--- src/rtl/spi_sw_pkg.sv ---
// Package: shared defaults and frame-length helper for the octal switch
// serial front end. Assumes two bytes per frame (status/echo + command).
package spi_sw_pkg;
    localparam int DEF_CHANNELS    = 8;
    localparam int DEF_SYNC_STAGES = 2;

    // Frame length in bits for a given channel count.
    function automatic int frame_len(input int channels);
        return 2 * channels;
    endfunction
endpackage

--- src/rtl/spi_in_sync.sv ---
// Module: multi-bit level synchronizer for asynchronous SPI pins.
// Assumes each bit toggles slowly relative to clk (no bus coherency needed).
module spi_in_sync #(
    parameter int          WIDTH   = 3,
    parameter int          STAGES  = 2,
    parameter logic [WIDTH-1:0] RST_VAL = '0
) (
    input  logic             clk,
    input  logic             rst_n,
    input  logic [WIDTH-1:0] din,
    output logic [WIDTH-1:0] dout
);
    logic [STAGES-1:0][WIDTH-1:0] pipe;

    // Purpose: shift asynchronous pins through the synchronizer chain.
    always_ff @(posedge clk) begin
        if (!rst_n) begin
            for (int i = 0; i < STAGES; i++) pipe[i] <= RST_VAL;
        end else begin
            pipe[0] <= din;
            for (int i = 1; i < STAGES; i++) pipe[i] <= pipe[i-1];
        end
    end

    assign dout = pipe[STAGES-1];
endmodule

--- src/rtl/frame_shifter.sv ---
// Module: detects chip-select and serial-clock edges and runs one byte-wide
// shift register. It loads the fault snapshot on select fall, shifts in on
// clock rise (so its content becomes the echo byte after eight bits and the
// command byte after sixteen), and updates data out on clock fall.
// Assumes synchronized inputs and mode 0 (clock low when select falls).
module frame_shifter #(
    parameter int CH  = 8,
    parameter int CW  = 5,
    parameter int SAT = 17
) (
    input  logic          clk,
    input  logic          rst_n,
    input  logic          cs_s,
    input  logic          sck_s,
    input  logic          mosi_s,
    input  logic [CH-1:0] status,
    output logic          miso_q,
    output logic [CH-1:0] rx_byte,
    output logic [CW-1:0] bit_cnt,
    output logic          frame_end
);
    logic          cs_d, sck_d;
    logic          cs_fall, sck_rise, sck_fall;
    logic [CH-1:0] sr;

    assign cs_fall   = cs_d & ~cs_s;
    assign frame_end = ~cs_d & cs_s;
    assign sck_rise  = ~sck_d & sck_s;
    assign sck_fall  = sck_d & ~sck_s;

    // Purpose: edge history, status load, shift-in, bit count and data-out update.
    always_ff @(posedge clk) begin
        if (!rst_n) begin
            cs_d    <= 1'b1;
            sck_d   <= 1'b0;
            sr      <= '0;
            bit_cnt <= '0;
            miso_q  <= 1'b0;
        end else begin
            cs_d  <= cs_s;
            sck_d <= sck_s;
            if (cs_fall) begin
                sr      <= status;
                bit_cnt <= '0;
                miso_q  <= status[CH-1];
            end else if (!cs_s) begin
                if (sck_rise) begin
                    sr <= {sr[CH-2:0], mosi_s};
                    if (bit_cnt != CW'(SAT)) bit_cnt <= bit_cnt + 1'b1;
                end
                if (sck_fall) miso_q <= sr[CH-1];
            end
        end
    end

    assign rx_byte = sr;

    // first data-out bit after select fall is the captured status MSB.
    p_load_msb_r2: assert property (@(posedge clk) disable iff (!rst_n)
        cs_fall |=> (miso_q == $past(status[CH-1])));

    // a rising serial clock inside a frame shifts the data-in bit in at the LSB.
    p_shift_in_r3: assert property (@(posedge clk) disable iff (!rst_n)
        (!cs_s && sck_rise && !cs_fall) |=> (sr[0] == $past(mosi_s)));

    // the bit counter saturates and never runs past its limit.
    p_cnt_bound_r5: assert property (@(posedge clk) disable iff (!rst_n)
        (bit_cnt == CW'(SAT)) |=> (bit_cnt == CW'(SAT) || $past(cs_fall)));
endmodule

--- src/rtl/cmd_latch.sv ---
// Module: output command register. Copies the received byte on the end of a
// frame whose bit count is exactly the frame length; otherwise holds.
module cmd_latch #(
    parameter int CH    = 8,
    parameter int CW    = 5,
    parameter int FRAME = 16
) (
    input  logic          clk,
    input  logic          rst_n,
    input  logic          frame_end,
    input  logic [CW-1:0] bit_cnt,
    input  logic [CH-1:0] rx_byte,
    output logic [CH-1:0] cmd_q
);
    logic commit;
    assign commit = frame_end && (bit_cnt == CW'(FRAME));

    // Purpose: clear on reset, load command byte on a well-formed frame end.
    always_ff @(posedge clk) begin
        if (!rst_n)      cmd_q <= '0;
        else if (commit) cmd_q <= rx_byte;
    end

    // reset clears the command vector.
    p_reset_clear_r1: assert property (@(posedge clk)
        !rst_n |=> (cmd_q == '0));

    // no frame end, no command change.
    p_hold_midframe_r8: assert property (@(posedge clk) disable iff (!rst_n)
        !frame_end |=> $stable(cmd_q));

    // a frame with the wrong bit count is discarded.
    p_discard_bad_r5: assert property (@(posedge clk) disable iff (!rst_n)
        (frame_end && bit_cnt != CW'(FRAME)) |=> $stable(cmd_q));

    // a good frame end applies the received byte.
    p_commit_r4: assert property (@(posedge clk) disable iff (!rst_n)
        (frame_end && bit_cnt == CW'(FRAME)) |=> (cmd_q == $past(rx_byte)));
endmodule

--- src/rtl/octal_spi_front.sv ---
// Module: top of the SPI command/status front end. Synchronizes the pins,
// runs the frame shifter and the command register, and forces data out
// low while deselected. Assumes the serial clock phase spans at least
// SYNC_STAGES+2 system clocks.
module octal_spi_front
    import spi_sw_pkg::*;
#(
    parameter int CHANNELS    = DEF_CHANNELS,
    parameter int SYNC_STAGES = DEF_SYNC_STAGES
) (
    input  logic                clk,
    input  logic                rst_n,
    input  logic                spi_cs_n,
    input  logic                spi_sck,
    input  logic                spi_mosi,
    output logic                spi_miso,
    input  logic [CHANNELS-1:0] fault_vec,
    output logic [CHANNELS-1:0] cmd_vec
);
    localparam int FRAME = frame_len(CHANNELS);
    localparam int SAT   = FRAME + 1;
    localparam int CW    = $clog2(FRAME + 2);

    logic [2:0]          pins_s;
    logic                miso_q, frame_end;
    logic [CHANNELS-1:0] rx_byte;
    logic [CW-1:0]       bit_cnt;

    spi_in_sync #(.WIDTH(3), .STAGES(SYNC_STAGES), .RST_VAL(3'b100)) u_sync (
        .clk(clk), .rst_n(rst_n),
        .din({spi_cs_n, spi_sck, spi_mosi}),
        .dout(pins_s)
    );

    frame_shifter #(.CH(CHANNELS), .CW(CW), .SAT(SAT)) u_shift (
        .clk(clk), .rst_n(rst_n),
        .cs_s(pins_s[2]), .sck_s(pins_s[1]), .mosi_s(pins_s[0]),
        .status(fault_vec),
        .miso_q(miso_q), .rx_byte(rx_byte),
        .bit_cnt(bit_cnt), .frame_end(frame_end)
    );

    cmd_latch #(.CH(CHANNELS), .CW(CW), .FRAME(FRAME)) u_cmd (
        .clk(clk), .rst_n(rst_n),
        .frame_end(frame_end), .bit_cnt(bit_cnt), .rx_byte(rx_byte),
        .cmd_q(cmd_vec)
    );

    assign spi_miso = pins_s[2] ? 1'b0 : miso_q;
endmodule

--- config.mk ---
export PLATFORM = sky130hd
export DESIGN_NAME = octal_spi_front
export DESIGN_NICKNAME = d
export VERILOG_FILES = /design/src/rtl/spi_sw_pkg.sv /design/src/rtl/spi_in_sync.sv /design/src/rtl/frame_shifter.sv /design/src/rtl/cmd_latch.sv /design/src/rtl/octal_spi_front.sv
export SDC_FILE = /design/constraint.sdc
export NUM_CORES = 1
export LEC_CHECK = 0
export BUFFER_PORTS_ARGS = -buffer_cell sky130_fd_sc_hd__buf_2
export CORE_ASPECT_RATIO = 0.8
export CORE_MARGIN = 5
export CORE_UTILIZATION = 49
export DETAILED_ROUTE_END_ITERATION = 8
export PLACE_DENSITY = 0.72
export SLEW_MARGIN = 20
export SYNTH_ARGS = -nofsm -noshare
export SYNTH_HDL_FRONTEND = slang
export SYNTH_SLANG_ARGS = --single-unit
--- constraint.sdc ---
create_clock -name clk -period 4.9 [get_ports clk]
set_clock_uncertainty 0.1 [all_clocks]
set_input_delay 1.225 -clock clk [delete_from_list [all_inputs] [get_ports clk]]
set_output_delay 1.225 -clock clk [all_outputs]
set_load 0.01 [all_outputs]
==> results of run 1 <==
[cells in the mapped netlist (2+ instances only)]
cell | count | area share, %
sky130_fd_sc_hd__mux2i_1 | 10 | 8.0
sky130_fd_sc_hd__a31oi_1 | 7 | 3.5
sky130_fd_sc_hd__nand2b_1 | 4 | 2.0
sky130_fd_sc_hd__or3_1 | 2 | 1.0
sky130_fd_sc_hd__nand2_1 | 32 | 9.6
sky130_fd_sc_hd__nand3_1 | 3 | 1.2
sky130_fd_sc_hd__clkbuf_1 | 7 | 2.1
sky130_fd_sc_hd__a21oi_1 | 5 | 2.0
sky130_fd_sc_hd__dfxtp_1 | 30 | 48
sky130_fd_sc_hd__inv_1 | 3 | 0.90
sky130_fd_sc_hd__nor2b_1 | 2 | 1.0
sky130_fd_sc_hd__nor4bb_1 | 2 | 1.6
sky130_fd_sc_hd__ha_1 | 3 | 3.0
sky130_fd_sc_hd__and2_1 | 5 | 2.5
sky130_fd_sc_hd__o21ai_0 | 10 | 4.0
[per-stage QoR]
| stage | setup slack (ps) | std cells |
|---|---|---|
| 2_1_floorplan | 2780 | 139 |
| 3_3_place_gp | 2680 | 188 |
| 3_5_place_dp | 2630 | 188 |
| 4_1_cts | 2580 | 195 |
| 5_1_grt | 2490 | 195 |
| 6_report | 2590 | 195 |
[where the power goes]
| group | total [µW] | internal [µW] | switching [µW] | leakage (µW) |
|---|---|---|---|---|
| Combinational | 23.0 | 10.4 | 12.6 | 0.000266 |
| Clock | 132 | 54.0 | 78.5 | 0.0000254 |
| Sequential | 255 | 250 | 4.70 | 0.000244 |
[worst paths after layout]
kind	start	to	slack [ps]	cells past startpoint
worst min register to register	u_sync.pipe[2]$_SDFF_PN1_	u_sync.dout[2]$_SDFF_PN1_	330	1
worst min-delay path	u_sync.pipe[2]$_SDFF_PN1_	u_sync.dout[2]$_SDFF_PN1_	330	1
worst max register to register	u_sync.dout[2]$_SDFF_PN1_	u_shift.bit_cnt[2]$_SDFFE_PP0P_	3020	3
worst max-delay path	u_sync.dout[2]$_SDFF_PN1_	spi_miso	2590	2
[logic make-up after synthesis]
logic type      count (synthesis)  synth area share [%]
simple gates                   58                  24.5
flops                          30                  48.2
compound gates                 27                  12.9
buf+inv                        11                  3.41
mux                            10                  8.03
fa+ha+maj                       3                  3.01
[sequential cells by signal (all words and copies together), names as in the netlist]
name             flops
u_shift.sck_d        1
u_shift.bit_cnt      5
u_cmd.cmd_q          8
u_sync.pipe          3
u_shift.miso_q       1
u_sync.dout          3
u_shift.rx_byte      8
u_shift.cs_d         1
[layer usage]
metal  up-vias  track usage [%]
li1        519                -
met1       470             17.5
met2        29             23.9
met3         4             6.26
met4         0             8.11
met5         -                0
[final cells by class]
cell class                      instances  area (µm²)  area share [%]
Clock buffer                            7        45.0            3.19
Inverter                                3        11.3           0.799
Multi-Input combinational cell         98         603            42.8
Sequential cell                        30         601            42.6
Tap cell                               36        45.0            3.19
Timing Repair Buffer                   21         105            7.45
[critical path: stages, from the launching register on]
cell and delay (ps):
sky130_fd_sc_hd__dfxtp_1 450, sky130_fd_sc_hd__nor2b_1 70, sky130_fd_sc_hd__buf_2 140
==> results.md, run 1 <==
- STA classifies the critical path endpoint as an output port.
- The clock passes through at most 2 buffers.
- The post-detailed-route via-to-cell ratio is 5.24.
- The synthesis-to-finish area growth is 13.2%.
- The number of hold buffers added after CTS was 0.
- The final hold violation count was 0.
- For the pin with the worst max-slew slack, the measured transition is 856 ps.
- The die is 55.1 µm tall.
- The final-report setup violation count is 0.
- After detailed routing, the number of remaining DRC violations is 0.
- The cell sitting at the root of the clock tree is a sky130_fd_sc_hd__clkbuf_4.
- During I/O placement, the number of pins put on the boundary was 22.
- The maximum fanout along the worst path is 8.
- The die outline area is 3660 µm².
- The count of pins over their slew limit came to 0.
- The H-tree was split into 2 levels.
- After clock tree synthesis, the clock-pin slew on the worst setup and hold paths is 90 ps.
- Across all hold checks on the routed design, the worst slack comes to 330 ps.
- Setup repair after global routing left no endpoint under its margin.
- The final route contains 1,022 vias.
- The worst max-slew margin expressed relative to the limit is 42.6%.
- The design draws 410 µW.
- The cell count after synthesis is 139.
- The wire length on met3 is 188 µm.
- The max-cap violation count is 0.
- The wire-length estimate of the detail-placed layout is 1.65 mm.
- The area of the core is 2440 µm².
- After synthesis the netlist holds a flip-flop and latch count of 30.
- The required time of the critical path is 3580 ps.
- The total routing usage reported by global routing is 15.0%.
- In this run, synthesis inferred 0 flip-flops with an integrated enable.
- The utilization after layout is 57.7%.
- The number of global-route vias before repair is 954.
- Signal routing reaches up to met4.
- The post-route fraction of the period consumed by the critical path is 47.1%.
- The first-pass iteration count of the detailed router is 4.
- The initial antenna violation count is 0.
- Detailed routing placed a total of 1.04 mm of wire on met2.
- The kind of critical path is register to output port.
- The maximum clock rate is 433 MHz.
- The leakage component of the power is 0.000535 µW.
- The TritonCTS clock tree is yes.
- The ratio of total power to cell area is 291 nW/µm².
- The total setup buffers inserted after CTS is 0.
- The number of nets in the layout is 175.
- The peak supply drop is 227 µV.
- The detailed router put a total of 1.16 mm of wire on met1.
- The summed negative setup slack over all endpoints is 0 ps.
- Synthesis produced a netlist with a net count of 155.
- The global-route wire length before repair is 4.06 mm.
- The type of element launching the critical path is a register.
- For this run, asynchronously set or reset flops after synthesis account for 0%.
- The top cell types in the final layout, fill and taps aside, are sky130_fd_sc_hd__nand2_1 (32), sky130_fd_sc_hd__dfxtp_1 (30), sky130_fd_sc_hd__buf_2 (21).
- The number of port buffers is 21.
- The number of warnings reported in the yosys synthesis log is 0.
- The number of antenna diodes is 0.
- The share of the yosys chip area belonging to registers is 48.2%.
- Once the floorplan was initialized, standard cells occupied 51.0% of the core.
- The post-cts gate resize count is 0.
- After routing the design area is 1410 µm².
- The post-route netlist has 18.2% of its cells at a drive strength greater than 1.
- After global routing the overflow that remains totals 0.
- After synthesis the cells add up to 1250 µm².
- The total CTS buffers is 5.
- In this run the horizontal extent of the chip is 66.4 µm.
- Routability-driven placement finished with a final weighted congestion of 0.799.
- The detailed router finished its first iteration with 32 violations.
- The commonest non-fill, non-tap cell in the layout is sky130_fd_sc_hd__nand2_1.
- Counting the fill cells in the layout gives 227.
- The mean instance size in the synthesized netlist is 8.97 µm².
- The largest net degree at the start of global routing is 38.
- Dividing the detail-routed wire length by the instance count gives 12.4 µm.
- The count of nets left with antenna violations once routing finished came out at 0.
- The placement row count is 16.
- Among all flip-flop cells after synthesis, the most frequent one is sky130_fd_sc_hd__dfxtp_1.
- The path class of the tightest hold or removal check is register to register.
- The clock period could shrink to 2310 ps.
- The final layout contains routed wiring with a total length of 2.41 mm.
- The clock net sink count is 30.
- In this run the cell area measured after placement is 1370 µm².
- At the worst endpoint, the arrival time is 980 ps.
- The clock insertion delay at the later pin of the skew report is 320 ps.
- The number of library cell types mapped by synthesis is 29.
- The flow ran to the end, and the final reports show no timing, DRC or antenna violations.
(Power assumes the default switching activity.)
==> run 2, diff against run 1 <==
--- a/config.mk
+++ b/config.mk
@@ -8,9 +8,9 @@
 export BUFFER_PORTS_ARGS = -buffer_cell sky130_fd_sc_hd__buf_2
 export CORE_ASPECT_RATIO = 0.8
 export CORE_MARGIN = 5
-export CORE_UTILIZATION = 49
+export CORE_UTILIZATION = 48
 export DETAILED_ROUTE_END_ITERATION = 8
-export PLACE_DENSITY = 0.72
+export PLACE_DENSITY = 0.74
 export SLEW_MARGIN = 20
 export SYNTH_ARGS = -nofsm -noshare
 export SYNTH_HDL_FRONTEND = slang
==> constraint.sdc (replaced) <==
create_clock -name clk -period 2 [get_ports clk]
set_clock_uncertainty 0.1 [all_clocks]
set_input_delay 0.5 -clock clk [delete_from_list [all_inputs] [get_ports clk]]
set_output_delay 0.5 -clock clk [all_outputs]
set_load 0.01 [all_outputs]
==> results.md, run 2 (same netlist as run 1, synthesis figures left out) <==
- The post-cts gate resize count is 0.
- The final hold violation count is 0.
- The global-route wire length before repair is 4.37 mm.
- Across all layers, the routed design uses 1,047 vias.
- The critical path endpoint category is a register.
- The core region is 2460 µm².
- In this run the number of H-tree levels came out at 2.
- The post-detailed-route via-to-cell ratio is 5.29.
- The detail route stage leaves a number of antenna-violating nets equal to 0.
- The sequential cells in the finished layout cover a total of 601 µm².
- After the last flow step, the layout net total stands at 178.
- The number of global-route vias before repair is 984.
- The met3 global-route usage is 7.27%.
- Setup repair after global routing left no endpoint under its margin.
- The final-report setup violation count is 0.
- At the end of the flow the core is filled with cells to 58.2%.
- The type of the worst min-delay path is input port to register.
- After detailed routing, the average wire length per cell comes to 13.3 µm.
- The first-pass iteration count of the detailed router is 4.
- The fraction of met1 tracks used by global routing is 19.0%.
- The post-detailed-placement half-perimeter wirelength is 1.80 mm.
- The library cell used most frequently in the layout, excluding fill and tap cells, is sky130_fd_sc_hd__nand2_1.
- The DRC violation total after the first TritonRoute iteration is 34.
- The hold slack is 246 ps.
- Timing would allow up to 592 MHz.
- The transition time at the pin with the least slew margin is 658 ps.
- Relative to the synthesized area, the layout overhead comes to 15.0%.
- The die is 55.6 µm tall.
- The largest net degree at the start of global routing is 38.
- In this run the cell area measured after placement is 1390 µm².
- The worst setup path is of the register to register kind.
- The busiest layer in global routing is met2.
- At the worst endpoint, the arrival time is 1850 ps.
- The floorplan has 16 rows.
- Max-cap violations in this run came to 0.
- Adding up every negative setup slack in the final design gives 0 ps.
- In this run the clock root is driven by a sky130_fd_sc_hd__clkbuf_4.
- The total setup buffers inserted after CTS is 0.
- For met2 alone, demand over resource in global routing was 23.7%.
- The count of pins over their slew limit is 0.
- In this run the worst path has a maximum fanout of 8.
- For this design, the CTS-stage hold fixing added 0 buffers.
- For this configuration, the core starts out at a cell density of 50.6%.
- The x dimension of the die is 67.0 µm.
- The later pin in the worst-skew pair is clocked with a latency of 330 ps.
- The worst-case clock buffer depth is 2.
- The analysis attributes to cell leakage a power of 0.000549 µW.
- In the layout the commonest cells are sky130_fd_sc_hd__nand2_1 (32), sky130_fd_sc_hd__dfxtp_1 (30), sky130_fd_sc_hd__buf_2 (21).
- For this design the ratio of total power to cell area is 708 nW/µm².
- The initial antenna violation count is 0.
- The post-route DRC violation count is 0.
- The floorplan step defined a die boundary enclosing 3720 µm².
- The overflow left after global routing is 0.
- The routed wire length is 2.64 mm.
- After clock tree synthesis, the clock-pin slew on the worst setup and hold paths is 90 ps.
- At the end of routability-driven placement, the weighted congestion stood at 0.803.
- In the finished design, the share of the clock period the worst path needs comes to 84.4%.
- The peak supply drop is 400 µV.
- The number of port buffers is 21.
- The boundary pin count is 22.
- The total CTS buffers is 5.
- The total routing usage reported by global routing is 15.9%.
- The required time of the critical path is 2170 ps.
- After routing the design area is 1430 µm².
- In the final layout, the multi-input gates occupy 603 µm².
- The number of antenna diodes is 0.
- The worst max-slew margin expressed relative to the limit is 55.6%.
- For the worst flop-to-flop path, the logic depth is 3.
- CTS saw 30 sinks.
- The flow ran to the end, and the final reports show no timing, DRC or antenna violations.
- The filler cells instantiated in the layout total 242.
- Cells with a size suffix above 1 make up 19.8% of the layout.
- TritonCTS built the clock tree.
- The type of element launching the critical path is a register.
- The routed design could run at a clock period as short as 1690 ps.
- The cell depth of the worst min-delay path is 2.
## run 2: cell types whose count changed in the layout (fill, tap and decap cells not counted), sizes merged
cell,delta
buf,+3
## run 2: final cells by class
class	instances	share of cell area (%)
multi-input combinational	98	42.1
sequential	30	41.9
timing repair buffer	24	8.91
clock buffer	7	3.14
tap	36	3.14
inverter	3	0.786
## run 2: power by group
part,switching (µW),total (µW),internal (µW)
clock,199,331,132
sequential,11.7,625,613
combinational,31.6,58.4,26.8
## run 2: stage by stage
stage                     power, µW  setup WS (ps)  instances
after CTS                      1020            304        198
after floorplan                 675            432        139
final                          1010            312        198
after global routing           1050            220        198
after global placement          694            385        191
after detailed placement        697            327        191
## run 2: path summary, 6_finish.rpt
kind	start	endpoint	slack, ps
worst max-delay path	u_sync.dout[2]$_SDFF_PN1_	u_shift.bit_cnt[2]$_SDFFE_PP0P_	310
worst min-delay path	spi_cs_n	u_sync.pipe[2]$_SDFF_PN1_	250
worst max register to register	u_sync.dout[2]$_SDFF_PN1_	u_shift.bit_cnt[2]$_SDFFE_PP0P_	310
worst min register to register	u_sync.pipe[2]$_SDFF_PN1_	u_sync.dout[2]$_SDFF_PN1_	330
## run 2: critical path, stage by stage, from the launching register on
cell,delay (ps)
sky130_fd_sc_hd__dfxtp_1,380
sky130_fd_sc_hd__or3b_1,510
sky130_fd_sc_hd__or4_1,500
sky130_fd_sc_hd__a21oi_1,120
## run 2: metal layers
metal	wire (µm)	up-vias
met1	1240	488
met5	0	-
met2	1130	30
met3	199	7
li1	-	522
met4	65	0
